## src/rtl/e1_mon_pkg.sv

```systemverilog
package e1_mon_pkg;
    localparam int RD_W    = 16;
    localparam int NUM_CNT = 4;

    typedef enum logic [1:0] {
        SEL_CV   = 2'd0,
        SEL_CRC  = 2'd1,
        SEL_EBIT = 2'd2,
        SEL_FAS  = 2'd3
    } cnt_sel_e;
endpackage

```

## src/rtl/e1_line_alarm_det.sv

```systemverilog
module e1_line_alarm_det #(
    parameter int RCL_RUN       = 255,
    parameter int RCL_RUN_ALT   = 2048,
    parameter int RCL_WIN       = 255,
    parameter int RCL_MIN_ONES  = 32,
    parameter int AIS_WIN       = 512,
    parameter int AIS_MAX_ZEROS = 2
) (
    input  logic clk,
    input  logic rst_n,
    input  logic bit_en,
    input  logic rx_bit,
    input  logic rcl_long,
    output logic carrier_lost,
    output logic ais_all_ones
);
    localparam int ZW = $clog2(RCL_RUN_ALT + 1);
    localparam int LW = $clog2(RCL_WIN);
    localparam int OW = $clog2(RCL_WIN + 1);
    localparam int AW = $clog2(AIS_WIN);
    localparam int AZ = $clog2(AIS_MAX_ZEROS + 2);
    localparam logic [ZW-1:0] Z_SHORT   = ZW'(RCL_RUN);
    localparam logic [ZW-1:0] Z_LONG    = ZW'(RCL_RUN_ALT);
    localparam logic [LW-1:0] LPOS_LAST = LW'(RCL_WIN - 1);
    localparam logic [OW-1:0] ONES_MIN  = OW'(RCL_MIN_ONES);
    localparam logic [AW-1:0] APOS_LAST = AW'(AIS_WIN - 1);
    localparam logic [AZ-1:0] AZ_LIM    = AZ'(AIS_MAX_ZEROS);
    localparam logic [AZ-1:0] AZ_CAP    = AZ'(AIS_MAX_ZEROS + 1);

    typedef struct packed {
        logic [ZW-1:0] zrun;
        logic [LW-1:0] lpos;
        logic [OW-1:0] lones;
        logic [AW-1:0] apos;
        logic [AZ-1:0] azeros;
        logic          rcl;
        logic          ais;
    } det_st_t;

    det_st_t st_d, st_q;
    logic [OW-1:0] ones_n;
    logic [AZ-1:0] zeros_n;

    always_comb begin
        st_d    = st_q;
        ones_n  = st_q.lones + OW'(rx_bit);
        zeros_n = (st_q.azeros == AZ_CAP) ? st_q.azeros : st_q.azeros + AZ'(!rx_bit);
        if (bit_en) begin
            // zero run, capped at the longer threshold
            if (rx_bit)                   st_d.zrun = '0;
            else if (st_q.zrun != Z_LONG) st_d.zrun = st_q.zrun + 1'b1;
            // ones count over a fixed window, for clearing
            if (st_q.lpos == LPOS_LAST) begin
                st_d.lpos  = '0;
                st_d.lones = '0;
                if (ones_n >= ONES_MIN) st_d.rcl = 1'b0;
            end else begin
                st_d.lpos  = st_q.lpos + 1'b1;
                st_d.lones = ones_n;
            end
            if (st_d.zrun >= (rcl_long ? Z_LONG : Z_SHORT)) st_d.rcl = 1'b1;
            // zero count over a two-frame window
            if (st_q.apos == APOS_LAST) begin
                st_d.apos   = '0;
                st_d.azeros = '0;
                st_d.ais    = (zeros_n <= AZ_LIM);
            end else begin
                st_d.apos   = st_q.apos + 1'b1;
                st_d.azeros = zeros_n;
            end
        end
    end

    always_ff @(posedge clk) begin
        if (!rst_n) st_q <= '0;
        else        st_q <= st_d;
    end

    assign carrier_lost = st_q.rcl;
    assign ais_all_ones = st_q.ais;

    AST_RCL_ON_ZERO: assert property (@(posedge clk) disable iff (!rst_n)
        $rose(st_q.rcl) |-> $past(bit_en && !rx_bit));
    AST_AIS_ON_BIT: assert property (@(posedge clk) disable iff (!rst_n)
        ($rose(st_q.ais) || $fell(st_q.ais)) |-> $past(bit_en));
endmodule

```

## src/rtl/e1_rai_det.sv

```systemverilog
module e1_rai_det #(
    parameter int RUN_LEN = 3
) (
    input  logic clk,
    input  logic rst_n,
    input  logic bit_en,
    input  logic mark,
    input  logic rx_bit,
    output logic remote_alarm
);
    localparam int RW = $clog2(RUN_LEN + 1);
    localparam logic [RW-1:0] RUN_FULL = RW'(RUN_LEN);

    typedef struct packed {
        logic          last;
        logic [RW-1:0] run;
        logic          rai;
    } rai_st_t;

    rai_st_t st_d, st_q;

    always_comb begin
        st_d = st_q;
        if (bit_en && mark) begin
            if (rx_bit == st_q.last && st_q.run != '0)
                st_d.run = (st_q.run == RUN_FULL) ? st_q.run : st_q.run + 1'b1;
            else
                st_d.run = RW'(1);
            st_d.last = rx_bit;
            if (st_d.run == RUN_FULL) st_d.rai = rx_bit;
        end
    end

    always_ff @(posedge clk) begin
        if (!rst_n) st_q <= '0;
        else        st_q <= st_d;
    end

    assign remote_alarm = st_q.rai;

    AST_RAI_SET: assert property (@(posedge clk) disable iff (!rst_n)
        $rose(st_q.rai) |-> $past(bit_en && mark && rx_bit));
    AST_RAI_CLR: assert property (@(posedge clk) disable iff (!rst_n)
        $fell(st_q.rai) |-> $past(bit_en && mark && !rx_bit));
endmodule

```

## src/rtl/e1_interval_tmr.sv

```systemverilog
module e1_interval_tmr #(
    parameter int LONG_BITS  = 2048000,
    parameter int SHORT_BITS = 128000
) (
    input  logic clk,
    input  logic rst_n,
    input  logic bit_en,
    input  logic short_sel,
    output logic tick
);
    localparam int CW = $clog2(LONG_BITS + 1);
    localparam logic [CW-1:0] LONG_LAST  = CW'(LONG_BITS - 1);
    localparam logic [CW-1:0] SHORT_LAST = CW'(SHORT_BITS - 1);

    typedef struct packed {
        logic [CW-1:0] cnt;
    } tmr_st_t;

    tmr_st_t st_d, st_q;

    always_comb begin
        st_d = st_q;
        // >= so a switch to the short interval mid-count ends it at once
        tick = bit_en && (st_q.cnt >= (short_sel ? SHORT_LAST : LONG_LAST));
        if (tick)        st_d.cnt = '0;
        else if (bit_en) st_d.cnt = st_q.cnt + 1'b1;
    end

    always_ff @(posedge clk) begin
        if (!rst_n) st_q <= '0;
        else        st_q <= st_d;
    end

    AST_IDLE_HOLD: assert property (@(posedge clk) disable iff (!rst_n)
        !bit_en |=> $stable(st_q.cnt));
endmodule

```

## src/rtl/e1_sat_cnt.sv

```systemverilog
module e1_sat_cnt #(
    parameter int W = 10
) (
    input  logic         clk,
    input  logic         rst_n,
    input  logic         bit_en,
    input  logic         evt,
    input  logic         restart,
    output logic [W-1:0] snap
);
    localparam logic [W-1:0] MAXV = {W{1'b1}};

    typedef struct packed {
        logic [W-1:0] live;
        logic [W-1:0] snap;
    } cnt_st_t;

    cnt_st_t st_d, st_q;
    logic [W-1:0] inc;

    always_comb begin
        st_d = st_q;
        inc  = (bit_en && evt && st_q.live != MAXV) ? st_q.live + 1'b1 : st_q.live;
        if (restart) begin
            st_d.snap = inc;
            st_d.live = '0;
        end else begin
            st_d.live = inc;
        end
    end

    always_ff @(posedge clk) begin
        if (!rst_n) st_q <= '0;
        else        st_q <= st_d;
    end

    assign snap = st_q.snap;

    AST_SAT_HOLD: assert property (@(posedge clk) disable iff (!rst_n)
        (st_q.live == MAXV && !restart) |=> st_q.live == MAXV);
    AST_SNAP_STABLE: assert property (@(posedge clk) disable iff (!rst_n)
        !restart |=> $stable(st_q.snap));
endmodule

```

## src/rtl/e1_rx_perf_mon.sv

```systemverilog
module e1_rx_perf_mon
    import e1_mon_pkg::*;
#(
    parameter int LONG_BITS  = 2048000,
    parameter int SHORT_BITS = 128000,
    parameter int CV_W       = 16,
    parameter int CRC_W      = 10,
    parameter int EBIT_W     = 10,
    parameter int FAS_W      = 12
) (
    input  logic            clk,
    input  logic            rst_n,
    input  logic            bit_en,
    input  logic            rx_bit,
    input  logic            nfas_bit3_mark,
    input  logic            cv_pulse,
    input  logic            crc_err_pulse,
    input  logic            ebit_pulse,
    input  logic            fas_err_pulse,
    input  logic            cfg_rcl_long,
    input  logic            cfg_short_interval,
    input  logic [1:0]      rd_sel,
    output logic [RD_W-1:0] rd_data,
    output logic            carrier_lost,
    output logic            ais_detected,
    output logic            remote_alarm
);
    logic                           tick;
    logic [NUM_CNT-1:0]             evt;
    logic [NUM_CNT-1:0][RD_W-1:0]   snap_ext;

    assign evt = {fas_err_pulse, ebit_pulse, crc_err_pulse, cv_pulse};

    e1_line_alarm_det u_line (
        .clk          (clk),
        .rst_n        (rst_n),
        .bit_en       (bit_en),
        .rx_bit       (rx_bit),
        .rcl_long     (cfg_rcl_long),
        .carrier_lost (carrier_lost),
        .ais_all_ones (ais_detected)
    );

    e1_rai_det u_rai (
        .clk          (clk),
        .rst_n        (rst_n),
        .bit_en       (bit_en),
        .mark         (nfas_bit3_mark),
        .rx_bit       (rx_bit),
        .remote_alarm (remote_alarm)
    );

    e1_interval_tmr #(
        .LONG_BITS  (LONG_BITS),
        .SHORT_BITS (SHORT_BITS)
    ) u_tmr (
        .clk       (clk),
        .rst_n     (rst_n),
        .bit_en    (bit_en),
        .short_sel (cfg_short_interval),
        .tick      (tick)
    );

    for (genvar g = 0; g < NUM_CNT; g++) begin : g_cnt
        localparam int W = (g == int'(SEL_CV))  ? CV_W  :
                           (g == int'(SEL_CRC)) ? CRC_W :
                           (g == int'(SEL_EBIT)) ? EBIT_W : FAS_W;
        logic [W-1:0] snap;

        e1_sat_cnt #(.W(W)) u_cnt (
            .clk     (clk),
            .rst_n   (rst_n),
            .bit_en  (bit_en),
            .evt     (evt[g]),
            .restart (tick),
            .snap    (snap)
        );

        assign snap_ext[g] = RD_W'(snap);
    end

    assign rd_data = snap_ext[rd_sel];
endmodule

```

## config.mk

```make
export PLATFORM = sky130hd
export DESIGN_NAME = e1_rx_perf_mon
export DESIGN_NICKNAME = d
export VERILOG_FILES = /design/src/rtl/e1_mon_pkg.sv /design/src/rtl/e1_line_alarm_det.sv /design/src/rtl/e1_rai_det.sv /design/src/rtl/e1_interval_tmr.sv /design/src/rtl/e1_sat_cnt.sv /design/src/rtl/e1_rx_perf_mon.sv
export SDC_FILE = /design/constraint.sdc
export NUM_CORES = 1
export LEC_CHECK = 0
export ABC_AREA = 0
export BUFFER_PORTS_ARGS = -buffer_cell sky130_fd_sc_hd__buf_4
export CORE_MARGIN = 2
export CORE_UTILIZATION = 25
export DETAILED_ROUTE_END_ITERATION = 16
export GPL_TIMING_DRIVEN = 1
export PLACE_DENSITY_LB_ADDON = 0.08
export SYNTH_ARGS = -nofsm -noshare
export SYNTH_HDL_FRONTEND = slang
export SYNTH_SLANG_ARGS = --single-unit
```

## constraint.sdc

```tcl
create_clock -name clk -period 5.7 [get_ports clk]
set_clock_uncertainty 0.15 [all_clocks]
set_input_delay 1.14 -clock clk [delete_from_list [all_inputs] [get_ports clk]]
set_output_delay 1.14 -clock clk [all_outputs]
set_load 0.05 [all_outputs]
```

==> out/results.txt <==
Run status: finished clean
Yosys top cell area share: 39.4%
Yosys warns: 0
RSZ-0062 raised after global routing: false
Initial antenna violation count: 0
Comb power frac: 4.4%
Final hold vios: 0
Top Ports: 32
Slew margin rel.: 31.5%
Minimum clock period: 3620 ps
CP Cell Sequence: buf_4, clkinv_1, o22ai_1, or2_2, nor2_2, o31ai_1
Initial DRC Count: 394
Worst path arrival time: 3820 ps
CP max FO: 30
Critical Path End Type: flop
Core Footprint: 32,500 um2
CTS H-tree lvls: 4
Cts-stage hold buffer count: 0
Hold WS: 317 ps
Skew-Pair Late Insertion Delay: 430 ps
Most frequent cells in the layout: 162 x dfxtp_1, 122 x nor2_1, 68 x nand2_1, 53 x nand4_1, 45 x a21oi_1
Synth cell types: 70
Sw Pwr: 609 uW
Flops & latches, synth: 162
Global-route wire length before repair: 36,100 um
Setup ws final: 2080 ps
Initial DRT Pass Iterations: 4
Core Util, Final: 29.1%
IR drop worst, VDD: 0.176 mV
Sequential power share: 46.6%
Max clock buf depth: 2
NumNets Final: 980
Critical Path RT: 5890 ps
CTS clk-pin slew, worst paths: 70 ps
Ranking of synthesized cells by area: dfxtp_1 39%, nor2_1 5.6%, ha_1 4.7%
DP HPWL: 14,800 um
Synth area leader: dfxtp_1
DR vias: 6,529
Critical Path Start Type: primary input
Share of post-route cells with drive strength above 1: 13.7%
Synth Instances: 928
Worst Hold Path Cells: 2
DRC viols: 0
Worst Hold Launch: g_cnt[0].u_cnt.snap[14]
FF-to-FF End: u_line.carrier_lost
R2R setup slack: 2340 ps
Path type of the worst setup path: in2reg
Hold Path Sink: g_cnt[0].u_cnt.snap[14]
Fmax: 276 MHz
Root Driver: clkbuf_16
EDFF count, synth: 0
Initial Util: 25.3%
Total Routing Usage GR: 13.4%
DIE AREA: 34,400 um2
Largest net degree at the start of global routing: 49
PostCTS Resize Cnt: 0
P_int: 1870 uW
Die Span Y: 185 um
Row count: 66
Fraction of registers with async set/reset: 0%
Worst-margin pin slew: 1030 ps
Gpl congestion: 0.732
Leakage dissipation: 0.00336 uW
# clock sinks: 162
Die width: 185 um
Routed Antenna Nets: 0
Setup bufs post-CTS: 0
CP max stage delay: 690 ps
Max Cap Violations: 0
Design Area, Final: 9430 um2
Commonest non-fill, non-tap cell in the layout: dfxtp_1
Dpl cell area: 8820 um2
Post-synth top flop: dfxtp_1
FILL cells: 3,453
Setup_tns: 0 ps
Final Max Slew Viols: 0
Port Buf Inserts: 31
Seq/Total Area, Yosys: 39.4%
Final WL: 21,900 um
Via density: 4.69
Syn nets: 972
Pwr per Cell Area: 263 nW/um2
CTS tree: done
Critical path's slowest cell: or2_2
Post-place setup slack: 1590 ps
Routed length per instance: 15.7 um
Syn-to-layout area delta: 14.6%
Reg2reg start: u_line.st_q[29]
Worst R2R Path Depth: 12
Syn_area_per_cell: 8.86 um2
Tcrit/Tclk final: 63.6%
Total CTS buffers: 17
Clock power frac: 49.0%
GRT overflow: 0
Hold Path Class: reg2reg
Final Setup Violations: 0
Mapped Area: 8230 um2
Switch share: 24.6%
Vias in the first global route: 6,363
critical path, delay by kind of cell:
family                 cells  cell delay [ps]
AOI/OAI and AO/OA          2              670
buffers and inverters      2              890
and+or+nand+nor            2             1080
how the worst max path moves through the flow:
stage | from | end | slack [ps] | cells past startpoint
6_report | bit_en | g_cnt[3].u_cnt.snap[9] | 2080 | 6
3_5_place_dp | bit_en | g_cnt[1].u_cnt.snap[7] | 1590 | 6
5_1_grt | bit_en | g_cnt[2].u_cnt.snap[9] | 1830 | 6
2_1_floorplan | rd_sel[0] | rd_data[2] | 2090 | 2
4_1_cts | bit_en | g_cnt[3].u_cnt.snap[9] | 2040 | 6
3_3_place_gp | bit_en | g_cnt[2].u_cnt.snap[9] | 1650 | 6
metal layers:
metal | global-route usage (%) | share of wire [%]
met5 | 0 | 0
met1 | 19.8 | 54
met2 | 19.9 | 43
met3 | 2.42 | 1.8
met4 | 3.49 | 1.1
cell usage after synthesis, drive strengths merged, types with 16 or more instances:
| library cell | number |
|---|---|
| o21ai | 32 |
| nand4 | 55 |
| nand3 | 39 |
| clkbuf | 22 |
| ha | 31 |
| nor2 | 124 |
| a21oi | 52 |
| buf | 26 |
| inv | 16 |
| mux2i | 16 |
| xnor2 | 34 |
| nor3 | 40 |
| dfxtp | 162 |
| xor2 | 28 |
| nand2 | 68 |
| o31ai | 27 |
metrics by stage:
stage          total power, uW  std cells
2_1_floorplan             1250        928
3_3_place_gp              1290       1359
3_5_place_dp              1290       1359
4_1_cts                   2520       1391
5_1_grt                   2580       1391
6_report                  2480       1392
power by group through the flow:
| stage | Sequential (uW) | Clock (uW) | Combinational, uW |
|---|---|---|---|
| after floorplan | 1180 | 0 | 76.1 |
| after global placement | 1180 | 0 | 112 |
| after detailed placement | 1180 | 0 | 113 |
| after CTS | 1150 | 1250 | 113 |
| after global routing | 1160 | 1300 | 126 |
| final | 1150 | 1210 | 110 |
kinds of logic (layout without fill, tap and decap cells):
family | Yosys count | in the layout | share of synthesized area (%)
AO/OA/AOI/OAI | 175 | 175 | 15.0
other | 0 | 1 | 0
flip-flops | 162 | 162 | 39.4
AND/OR/NAND/NOR | 404 | 404 | 25.4
multiplexers | 29 | 29 | 5.10
adder cells (fa/ha/maj) | 31 | 31 | 4.71
XOR/XNOR | 62 | 62 | 6.60
buffers and inverters | 65 | 86 | 3.74
sequential cells by signal, summed over array words and instances (netlist names):
register             flops
g_cnt.u_cnt.snap        48
g_cnt.u_cnt.st_q        48
u_line.ais_all_ones      1
u_line.carrier_lost      1
u_line.st_q             39
u_rai.remote_alarm       1
u_rai.st_q               3
u_tmr.st_q              21
layout make-up:
class / count / area (um2) / area share, %
diodes: 1 / 2.50 / 0.0265
clock buffers: 20 / 467 / 4.95
clock inverters: 12 / 144 / 1.53
inverters: 17 / 63.8 / 0.677
multi-input cells: 701 / 4680 / 49.6
flip-flops and latches: 162 / 3240 / 34.4
well taps: 442 / 553 / 5.87
repair buffers: 37 / 278 / 2.95
No activity file was read; power rests on OpenSTA's default activity.
